$ cat src/rtl/ccd_pkg.sv
`timescale 1ns/1ps
package ccd_pkg;
  localparam int SEL_W     = 2;
  localparam int MAX_RATIO = 8;
  localparam int HALF_W    = $clog2(MAX_RATIO / 2);

  typedef logic [SEL_W-1:0] sel_t;

  localparam sel_t SEL_PASS = 2'b10;

  // Gray-ordered select code to division ratio
  function automatic int unsigned ratio_of(sel_t c);
    case (c)
      2'b00:   ratio_of = 8;
      2'b01:   ratio_of = 4;
      2'b11:   ratio_of = 2;
      default: ratio_of = 1;
    endcase
  endfunction

  function automatic logic is_pass(sel_t c);
    is_pass = (c == SEL_PASS);
  endfunction

  // last count value inside one half period of the divided output
  function automatic logic [HALF_W-1:0] last_count(sel_t c);
    int unsigned h;
    h = ratio_of(c) / 2;
    last_count = (h == 0) ? '0 : HALF_W'(h - 1);
  endfunction
endpackage

$ cat src/rtl/ccd_sel_sync.sv
`timescale 1ns/1ps
module ccd_sel_sync
  import ccd_pkg::*;
#(
  parameter int STAGES = 2
) (
  input  logic clk,
  input  logic rst_n,
  input  sel_t sel_in,
  output sel_t sel_out,
  output logic sel_stable
);
  sel_t chain [STAGES];
  sel_t prev_q;

  for (genvar i = 0; i < STAGES; i++) begin : g_stage
    if (i == 0) begin : g_first
      always_ff @(posedge clk or negedge rst_n)
        if (!rst_n) chain[i] <= '0;
        else        chain[i] <= sel_in;
    end else begin : g_next
      always_ff @(posedge clk or negedge rst_n)
        if (!rst_n) chain[i] <= '0;
        else        chain[i] <= chain[i-1];
    end
  end

  always_ff @(posedge clk or negedge rst_n)
    if (!rst_n) prev_q <= '0;
    else        prev_q <= chain[STAGES-1];

  assign sel_out    = chain[STAGES-1];
  assign sel_stable = (chain[STAGES-1] == prev_q);
endmodule

$ cat src/rtl/ccd_phase_gen.sv
`timescale 1ns/1ps
module ccd_phase_gen
  import ccd_pkg::*;
(
  input  logic clk,
  input  logic rst_n,
  input  logic en,
  input  sel_t sel_sync,
  input  logic sel_stable,
  output logic phase,
  output logic pass_on
);
  localparam int PEND_MAX = MAX_RATIO / 2;
  localparam int PEND_W   = HALF_W + 1;

  sel_t              code_q;
  logic [HALF_W-1:0] cnt_q;
  logic [PEND_W-1:0] pend_q;

  // named internal events
  logic want;
  logic boundary;
  logic commit;

  assign want     = sel_stable && (sel_sync != code_q);
  assign boundary = is_pass(code_q) || (cnt_q == last_count(code_q));
  assign commit   = en && boundary && want;

  always_ff @(posedge clk or negedge rst_n) begin
    if (!rst_n) begin
      code_q  <= '0;
      cnt_q   <= '0;
      phase   <= 1'b0;
      pass_on <= 1'b0;
    end else if (!en) begin
      code_q  <= sel_sync;
      cnt_q   <= '0;
      phase   <= 1'b0;
      pass_on <= 1'b0;
    end else if (commit) begin
      code_q <= sel_sync;
      cnt_q  <= '0;
      if (is_pass(sel_sync)) begin
        pass_on <= 1'b1;
        phase   <= 1'b0;
      end else begin
        pass_on <= 1'b0;
        phase   <= is_pass(code_q) ? 1'b0 : ~phase;
      end
    end else if (is_pass(code_q)) begin
      pass_on <= 1'b1;
      phase   <= 1'b0;
      cnt_q   <= '0;
    end else if (cnt_q == last_count(code_q)) begin
      cnt_q <= '0;
      phase <= ~phase;
    end else begin
      cnt_q <= cnt_q + 1'b1;
    end
  end

  // cycles a stable request has waited for its boundary
  always_ff @(posedge clk or negedge rst_n)
    if (!rst_n)             pend_q <= '0;
    else if (en && want)    pend_q <= (&pend_q) ? pend_q : pend_q + 1'b1;
    else                    pend_q <= '0;


  idle_low_chk: assert property (@(posedge clk) disable iff (!rst_n)
    !$past(en) |-> (!phase && !pass_on));


  cnt_range_chk: assert property (@(posedge clk) disable iff (!rst_n)
    (en && !is_pass(code_q)) |-> (cnt_q <= last_count(code_q)));


  code_commit_chk: assert property (@(posedge clk) disable iff (!rst_n)
    ($past(en) && (code_q != $past(code_q))) |-> $past(sel_stable));


  pend_bound_chk: assert property (@(posedge clk) disable iff (!rst_n)
    pend_q <= PEND_W'(PEND_MAX));


  pass_excl_chk: assert property (@(posedge clk) disable iff (!rst_n)
    pass_on |-> !phase);
endmodule

$ cat src/rtl/ccd_out_stage.sv
`timescale 1ns/1ps
module ccd_out_stage (
  input  logic clk,
  input  logic rst_n,
  input  logic ext_src,
  input  logic phase,
  input  logic pass_on,
  output logic card_clk
);
  logic phase_n;   // divided phase retimed to the falling edge
  logic gate_n;    // pass-through gate, changes only while clk is low

  always_ff @(negedge clk or negedge rst_n)
    if (!rst_n) begin
      phase_n <= 1'b0;
      gate_n  <= 1'b0;
    end else begin
      phase_n <= phase;
      gate_n  <= pass_on;
    end

  // crystal: edges on rising reference; external: inverted, edges on falling
  assign card_clk = ext_src ? (phase_n | (~clk & pass_on))
                            : (phase   | ( clk & gate_n));
endmodule

$ cat src/rtl/card_clk_div.sv
`timescale 1ns/1ps
module card_clk_div
  import ccd_pkg::*;
#(
  parameter int SYNC_STAGES = 2
) (
  input  logic             clk_ref,
  input  logic             rst_n,
  input  logic             clk_en,
  input  logic [SEL_W-1:0] sel_div,
  input  logic             ext_src,
  output logic             card_clk
);
  sel_t sel_sync;
  logic sel_stable;
  logic phase;
  logic pass_on;

  ccd_sel_sync #(.STAGES(SYNC_STAGES)) u_sync (
    .clk        (clk_ref),
    .rst_n      (rst_n),
    .sel_in     (sel_div),
    .sel_out    (sel_sync),
    .sel_stable (sel_stable)
  );

  ccd_phase_gen u_phase (
    .clk        (clk_ref),
    .rst_n      (rst_n),
    .en         (clk_en),
    .sel_sync   (sel_sync),
    .sel_stable (sel_stable),
    .phase      (phase),
    .pass_on    (pass_on)
  );

  ccd_out_stage u_out (
    .clk      (clk_ref),
    .rst_n    (rst_n),
    .ext_src  (ext_src),
    .phase    (phase),
    .pass_on  (pass_on),
    .card_clk (card_clk)
  );
endmodule

$ cat config.mk
export PLATFORM = sky130hd
export DESIGN_NAME = card_clk_div
export DESIGN_NICKNAME = d
export VERILOG_FILES = /design/src/rtl/ccd_pkg.sv /design/src/rtl/ccd_sel_sync.sv /design/src/rtl/ccd_phase_gen.sv /design/src/rtl/ccd_out_stage.sv /design/src/rtl/card_clk_div.sv
export SDC_FILE = /design/constraint.sdc
export NUM_CORES = 1
export LEC_CHECK = 0
export ABC_CLOCK_PERIOD_IN_PS = 3400
export BUFFER_PORTS_ARGS = -buffer_cell sky130_fd_sc_hd__buf_2
export CORE_MARGIN = 4
export CORE_UTILIZATION = 30
export DETAILED_ROUTE_END_ITERATION = 16
export PLACE_DENSITY = 0.56
export SLEW_MARGIN = 15
export SYNTH_ARGS = -nofsm -noshare
export SYNTH_HDL_FRONTEND = slang
export SYNTH_HIERARCHICAL = 1
export SYNTH_SLANG_ARGS = --single-unit
$ cat constraint.sdc
create_clock -name clk_ref -period 3.4 [get_ports clk_ref]
set_input_delay 0.17 -clock clk_ref [delete_from_list [all_inputs] [get_ports clk_ref]]
set_output_delay 0.17 -clock clk_ref [all_outputs]
set_load 0.01 [all_outputs]
# Word-level counts from Yosys, hierarchy flattened
# Cells that the tools add are included.
# totals
ff_bits	14
inputBits	6
out_inout_bits	1
wordCells	59
# op_classes
n_addsub	3
eq_ne	11
mux	23
n_bitwise	6
n_reduce_logical	7
# ops
operator	n
$mux 32	3
$logic_not 32->1	2
$mux 2	8
$pmux 4 s3	1
$mux 1	11
$eq 2x2->1	3
$eq 2x2->1 const B	3
$ne 4x1->1 const B	1
$sub 2x1->2 const B	2
$logic_and 1x1->1	3
$ne 3x1->1 const B	1
$add 2x1->2 const B	1
$and 1x1->1	2
$eq 2x1->1 const B	1
$logic_not 2->1	1
$ne 2x1->1 const B	1
$ne 2x2->1	1
$not 1->1	2
$or 1x1->1	2
$logic_or 1x1->1	1

# Longest topological paths before layout
# Gate-level depths: netlist of the first run.
# logic_depth
depth_word	17
depth_mapped	5
ltp_nobuf	5

# Modules after synthesis
# The synthesis of the first run kept the hierarchy.
# modules_own_cells
mod	n_inst	cells_per_inst	area_per_inst_um2	seq_area_each_um2
ccd_phase_gen	1	35	334.1	150.1
ccd_sel_sync	1	11	186.4	150.1
ccd_out_stage	1	6	81.3	50.0

==> results of run 1 <==
## power groups by stage
| stage | Combinational, W | Clock (W) | Sequential [W] |
|---|---|---|---|
| after floorplan | 0.0000365 | 0.0000187 | 0.000199 |
| after global placement | 0.0000469 | 0.0000213 | 0.000203 |
| after detailed placement | 0.0000478 | 0.0000213 | 0.000204 |
| after CTS | 0.0000507 | 0.000230 | 0.000200 |
| after global routing | 0.0000603 | 0.000247 | 0.000204 |
| final | 0.0000508 | 0.000222 | 0.000200 |
## cell usage after synthesis, types with 2 or more instances
cell type,count
buf_4,2
dfrtn_1,2
dfrtp_1,12
inv_1,3
nand2_1,5
nor2_1,4
o21ai_0,2
xor2_1,4
## metrics by stage
step                      cells  hold WS, ns  setup WS, ns  instance area, um^2
after CTS                    93       0.0811         0.354                  748
after detailed placement     81       0.0813         0.827                  648
after global placement       81       0.0808         0.829                  648
final                        93       0.0920         0.356                  748
after floorplan              52       -0.126         0.871                  602
after global routing         93        0.106         0.316                  748
## registers in the layout (all words and copies together) (netlist names)
name             flops
u_phase/phase        1
u_phase/cnt_q        2
u_phase/pass_on      1
u_sync/sel_out       2
u_phase/code_q       2
u_out/phase_n        1
u_sync/chain         2
u_out/gate_n         1
u_sync/prev_q        2
## timing repair
| action | in CTS | in global routing |
|---|---|---|
| hold buffers | 3 | 0 |
| buffers inserted | 0 | 0 |
| hold endpoints to repair | 14 | 0 |
## final cells by class
class                   count  area (um^2)
repair buffers              8         55.1
well taps                  25         31.3
flip-flops and latches     14          350
multi-input cells          33          225
inverters                   3         11.3
clock buffers              10         75.1
fillers                   183         1070
## worst paths after layout
path	cells past startpoint	to	slack [ns]
max reg2reg	0	u_out/gate_n	1.12
min reg2reg	0	u_sync/sel_out[0]	0.36
min in group asynchronous	2	u_phase/pass_on	0.19
min	3	u_phase/cnt_q[1]	0.09
max in group asynchronous	2	u_out/phase_n	1.38
max	3	card_clk	0.36
## worst max-delay path, stage by stage (launching register included)
cell      delay (ns)
dfrtn_1         0.33
a211oi_1        0.24
a31oi_1         0.07
buf_2           0.14
## routing by layer
metal / wire length [um] / share of wire / track usage
met5: 0 / 0 / 0
met4: 19 / 0.017 / 0.0936
met2: 464 / 0.42 / 0.140
met1: 543 / 0.49 / 0.142
met3: 71 / 0.065 / 0.0769
## kinds of logic (layout without fill, tap and decap cells)
logic type	count (synthesis)	in the layout	synth area share
multiplexers	1	1	0.0166
AND/OR/NAND/NOR	14	14	0.121
flip-flops	14	14	0.582
AO/OA/AOI/OAI	13	13	0.164
XOR/XNOR	5	5	0.0728
buffers and inverters	5	21	0.0437
==> results.tsv, run 1 <==
stage	metric	value	unit
sta	drv_slew	0	
grt	gr-total-overflow	0	
yosys	synth_seq_cells	14	
yosys	yosys-top-cells-area	dfrtp_1 50%, dfrtn_1 8.3%, xor2_1 5.8%	
placement	gp_congestion	0.754	
worst_setup_path	startpoint_type	flip-flop	
clock_tree	cts_tree	done	
power_and_ir_drop	switching_share	0.268	
power_and_ir_drop	finalPower	0.000473	W
power_and_ir_drop	switchingPower	0.000127	W
yosys	yosysTopAreaCell	dfrtp_1	
sta	hold_viol	0	
grt	antenna_found_initial	0	
min_path	hold_path.class	primary input to flip-flop	
worst_setup_path	worstPathMaxFanout	1	
status	outcome	finished clean	
floorplanning	die_y	52.8	um
floorplanning	core-area	0.00182	mm^2
detailed_routing	drc	0	
power_and_ir_drop	ir_drop	0.339	mV
floorplanning	die_area	0.00279	mm^2
yosys	syn_nets	58	
yosys	syn_area	602	um^2
grt	grt_pass1_wl	2150	um
floorplanning	rows	15	
power_and_ir_drop	seq_power_share	0.423	
detailed_routing	wl_per_cell	11.8	um
detailed_routing	via_count	425	
placement	hpwl	720	um
grt	grt_usage	0.118	
yosys	synth_cell_types	26	
power_and_ir_drop	clockPowerShare	0.470	
cells_and_area	fin_util	0.411	
sta	worst_slew_pin_slew	0.340	ns
floorplanning	die_x	52.8	um
sta	relSlewSlack	0.773	
grt	grt_pass1_vias	480	
cells_and_area	synthToLayoutAreaGrowth	24.3	%
sta	finalSetupViolCount	0	
min_path	hold_start	clk_en	
yosys	seq_area_frac_synth	0.582	
clock_tree	clk_pin_slew_worst_paths	0.09	ns
floorplanning	io_pins	7	
yosys	yosys_warnings	6	
detailed_routing	route.antenna.remaining_nets	0	
detailed_routing	wirelength	1100	um
yosys	synth_ff_type	dfrtp_1	
yosys	synthCells	52	
sta	skew	0.0121	ns
yosys	synthArstFlopShare	1.00	
run	drv_cap	0	
clock_tree	cts-resized-gates	0	
yosys	avgSynthCellArea	11.6	um^2
power_and_ir_drop	internal_power	0.000347	W
sta	rsz0062_at_grt	no	
yosys	synth_top_area_share	0.499	
placement	numPortBuffers	6	
clock_tree	clkLatencyLatePin	0.40	ns
worst_setup_path	crit_type	flip-flop to output port	
worst_setup_path	cp-startpoint	u_out/gate_n	
power_and_ir_drop	cellPowerDensity	633	mW/mm^2
floorplanning	start_util	0.331	
power_and_ir_drop	cellLeakagePower	0.348	nW
detailed_routing	drtPass1Iterations	4	
power_and_ir_drop	p_comb_frac	0.107	
cells_and_area	layout.nets	74	
worst_setup_path	end_kind	output port	
cells_and_area	drive_gt1_frac	0.235	
grt	grt_max_degree	15	
detailed_routing	drt_iter0_drc	11	
sta	tns	0	ns
yosys	synth_edf_count	0	
cells_and_area	final_common_cell	dfrtp_1	
worst_setup_path	critPathRequiredTime	3.23	ns
worst_setup_path	r2r_start	u_phase/pass_on	
cells_and_area	final_cell_mix	12 x dfrtp_1, 7 x clkbuf_4, 6 x buf_2, 5 x nand2_1	
worst_setup_path	critPathArrivalTime	2.87	ns
detailed_routing	avgViaCountPerCell	4.57	
cells_and_area	antenna_cells	0	
Note: power is estimated with default switching activity, not from simulation.
==> run 2, diff against run 1 <==
ABC_CLOCK_PERIOD_IN_PS = 3550   (was 3400)
BUFFER_PORTS_ARGS = default   (was -buffer_cell sky130_fd_sc_hd__buf_2)
DONT_BUFFER_PORTS = 1   (was default)
PLACE_DENSITY = 0.53   (was 0.56)
clock period = 3.55 ns   (was 3.4 ns; I/O delays follow)
==> run 2 against run 1 <==
Compared with the run above: die area did not move; count of clock-buffer cells in the layout fell by 1; first-iteration DRC count fell by 55%; critical path depth fell by 1; cell area fell by 2.7%; clock power fell by 9.5%; sequential power fell by 5%; wire length fell by 15%; total power fell by 7.6%; critical endpoint unchanged; largest cell class unchanged.
==> results.tsv, run 2 (same netlist as run 1, synthesis figures left out) <==
stage	metric	value	unit
status	outcome	finished clean	
cells_and_area	final_common_cell	dfrtp_1	
worst_setup_path	r2r_cells	0	
floorplanning	start_util	0.331	
cells_and_area	drive_gt1_frac	0.159	
worst_setup_path	cp_slowest_cell	dfrtn_1	
floorplanning	die_x	52.8	um
worst_setup_path	crit_chain	a211oi_1 -> a31oi_1	
run	drv_cap	0	
grt	grt_usage	0.0935	
clock_tree	clk_pin_slew_worst_paths	0.08	ns
sta	skew	0.0147	ns
power_and_ir_drop	clockPowerShare	0.459	
sta	finalSetupViolCount	0	
cells_and_area	synthToLayoutAreaGrowth	21.0	%
floorplanning	io_pins	7	
floorplanning	core-area	0.00182	mm^2
placement	numPortBuffers	0	
floorplanning	rows	15	
cells_and_area	final_cell_mix	12 x dfrtp_1, 7 x clkbuf_4, 5 x nand2_1	
sta	rsz0062_at_grt	no	
min_path	hold_path.class	primary input to flip-flop	
detailed_routing	drc	0	
clock_tree	clkLatencyLatePin	0.39	ns
worst_setup_path	end_kind	output port	
detailed_routing	drtPass1Iterations	4	
detailed_routing	avgViaCountPerCell	4.65	
sta	relSlewSlack	0.643	
power_and_ir_drop	cellLeakagePower	0.328	nW
power_and_ir_drop	p_comb_frac	0.104	
cells_and_area	layout.nets	69	
floorplanning	die_y	52.8	um
sta	tns	0	ns
power_and_ir_drop	ir_drop	0.264	mV
placement	placed_area	618	um^2
sta	worst_slew_pin_slew	0.534	ns
placement	gp_congestion	0.693	
detailed_routing	via_count	409	
power_and_ir_drop	internal_power	0.000328	W
power_and_ir_drop	seq_power_share	0.437	
placement	hpwl	628	um
worst_setup_path	cpPeakStageDelay	0.39	ns
detailed_routing	drt_iter0_drc	5	
worst_setup_path	startpoint_type	flip-flop	
detailed_routing	wirelength	938	um
worst_setup_path	critPathArrivalTime	2.87	ns
grt	grt_max_degree	13	
grt	antenna_found_initial	0	
power_and_ir_drop	cellPowerDensity	601	mW/mm^2
worst_setup_path	critPathRequiredTime	3.37	ns
grt	grt_pass1_vias	458	
power_and_ir_drop	switching_share	0.249	
floorplanning	die_area	0.00279	mm^2
grt	grt_pass1_wl	1770	um
detailed_routing	wl_per_cell	10.7	um
min_path	holdPathStages	2	
grt	gr-total-overflow	0	
sta	drv_slew	0	
worst_setup_path	crit_type	flip-flop to output port	
worst_setup_path	worstPathMaxFanout	1	
sta	hold_viol	0	
detailed_routing	route.antenna.remaining_nets	0	
cells_and_area	antenna_cells	0	
cells_and_area	postLayoutCellArea	728	um^2
power_and_ir_drop	switchingPower	0.000109	W
clock_tree	cts_tree	done	
[run 2: power by group through the flow]
stage	clock (W)	combinational, W	sequential (W)
2_1_floorplan	0.0000179	0.0000349	0.000191
3_3_place_gp	0.0000179	0.0000382	0.000194
3_5_place_dp	0.0000179	0.0000374	0.000195
4_1_cts	0.000206	0.0000450	0.000191
5_1_grt	0.000220	0.0000513	0.000195
6_report	0.000201	0.0000453	0.000191
[run 2: per-layer routing]
layer,GRT usage,share of wire,wire (um)
met1,0.0970,0.47,445
met2,0.130,0.49,461
met3,0.0570,0.034,32
met4,0.0809,0,0
met5,0,0,0
[run 2: path summary, 6_finish.rpt]
kind | start | slack, ns | end
hold reg to reg | u_sync/chain[2] | 0.35 | u_sync/sel_out[0]
hold / removal | clk_en | 0.05 | u_phase/code_q[1]
max in group asynchronous | rst_n | 2.32 | u_out/gate_n
setup reg to reg | u_phase/pass_on | 1.20 | u_out/gate_n
setup / recovery | u_out/gate_n | 0.51 | card_clk
min in group asynchronous | rst_n | 0.21 | u_sync/chain[2]
[run 2: through the flow]
step                      total power [W]  hold WS [ns]  setup slack [ns]  utilization  instances
after floorplan                  0.000244        -0.118             0.938            -         52
after CTS                        0.000442        0.0612             0.483        0.400         88
after global routing             0.000466        0.0968             0.450        0.400         88
after detailed placement         0.000250        -0.118             0.937        0.340         75
after global placement           0.000251        -0.118             0.936        0.340         75
final                            0.000437        0.0545             0.505        0.400         88
[run 2: repair_timing]
item | in CTS | in global routing
hold buffers | 4 | 0
hold endpoints to repair | 20 | 0
gates resized for setup | 0 | 0
setup buffers | 0 | 0
[run 2: critical path, delay by kind of cell (launching register included)]
kind / cells / cell delay [ns]
AO/OA/AOI/OAI: 2 / 0.31
flip-flops: 1 / 0.39
[run 2: area by class of cell]
| cell class | instances | area [um^2] |
|---|---|---|
| fillers | 173 | 1090 |
| clock buffers | 9 | 70.1 |
| multi-input cells | 33 | 225 |
| flip-flops and latches | 14 | 350 |
| repair buffers | 4 | 40.0 |
| inverters | 3 | 11.3 |
| well taps | 25 | 31.3 |
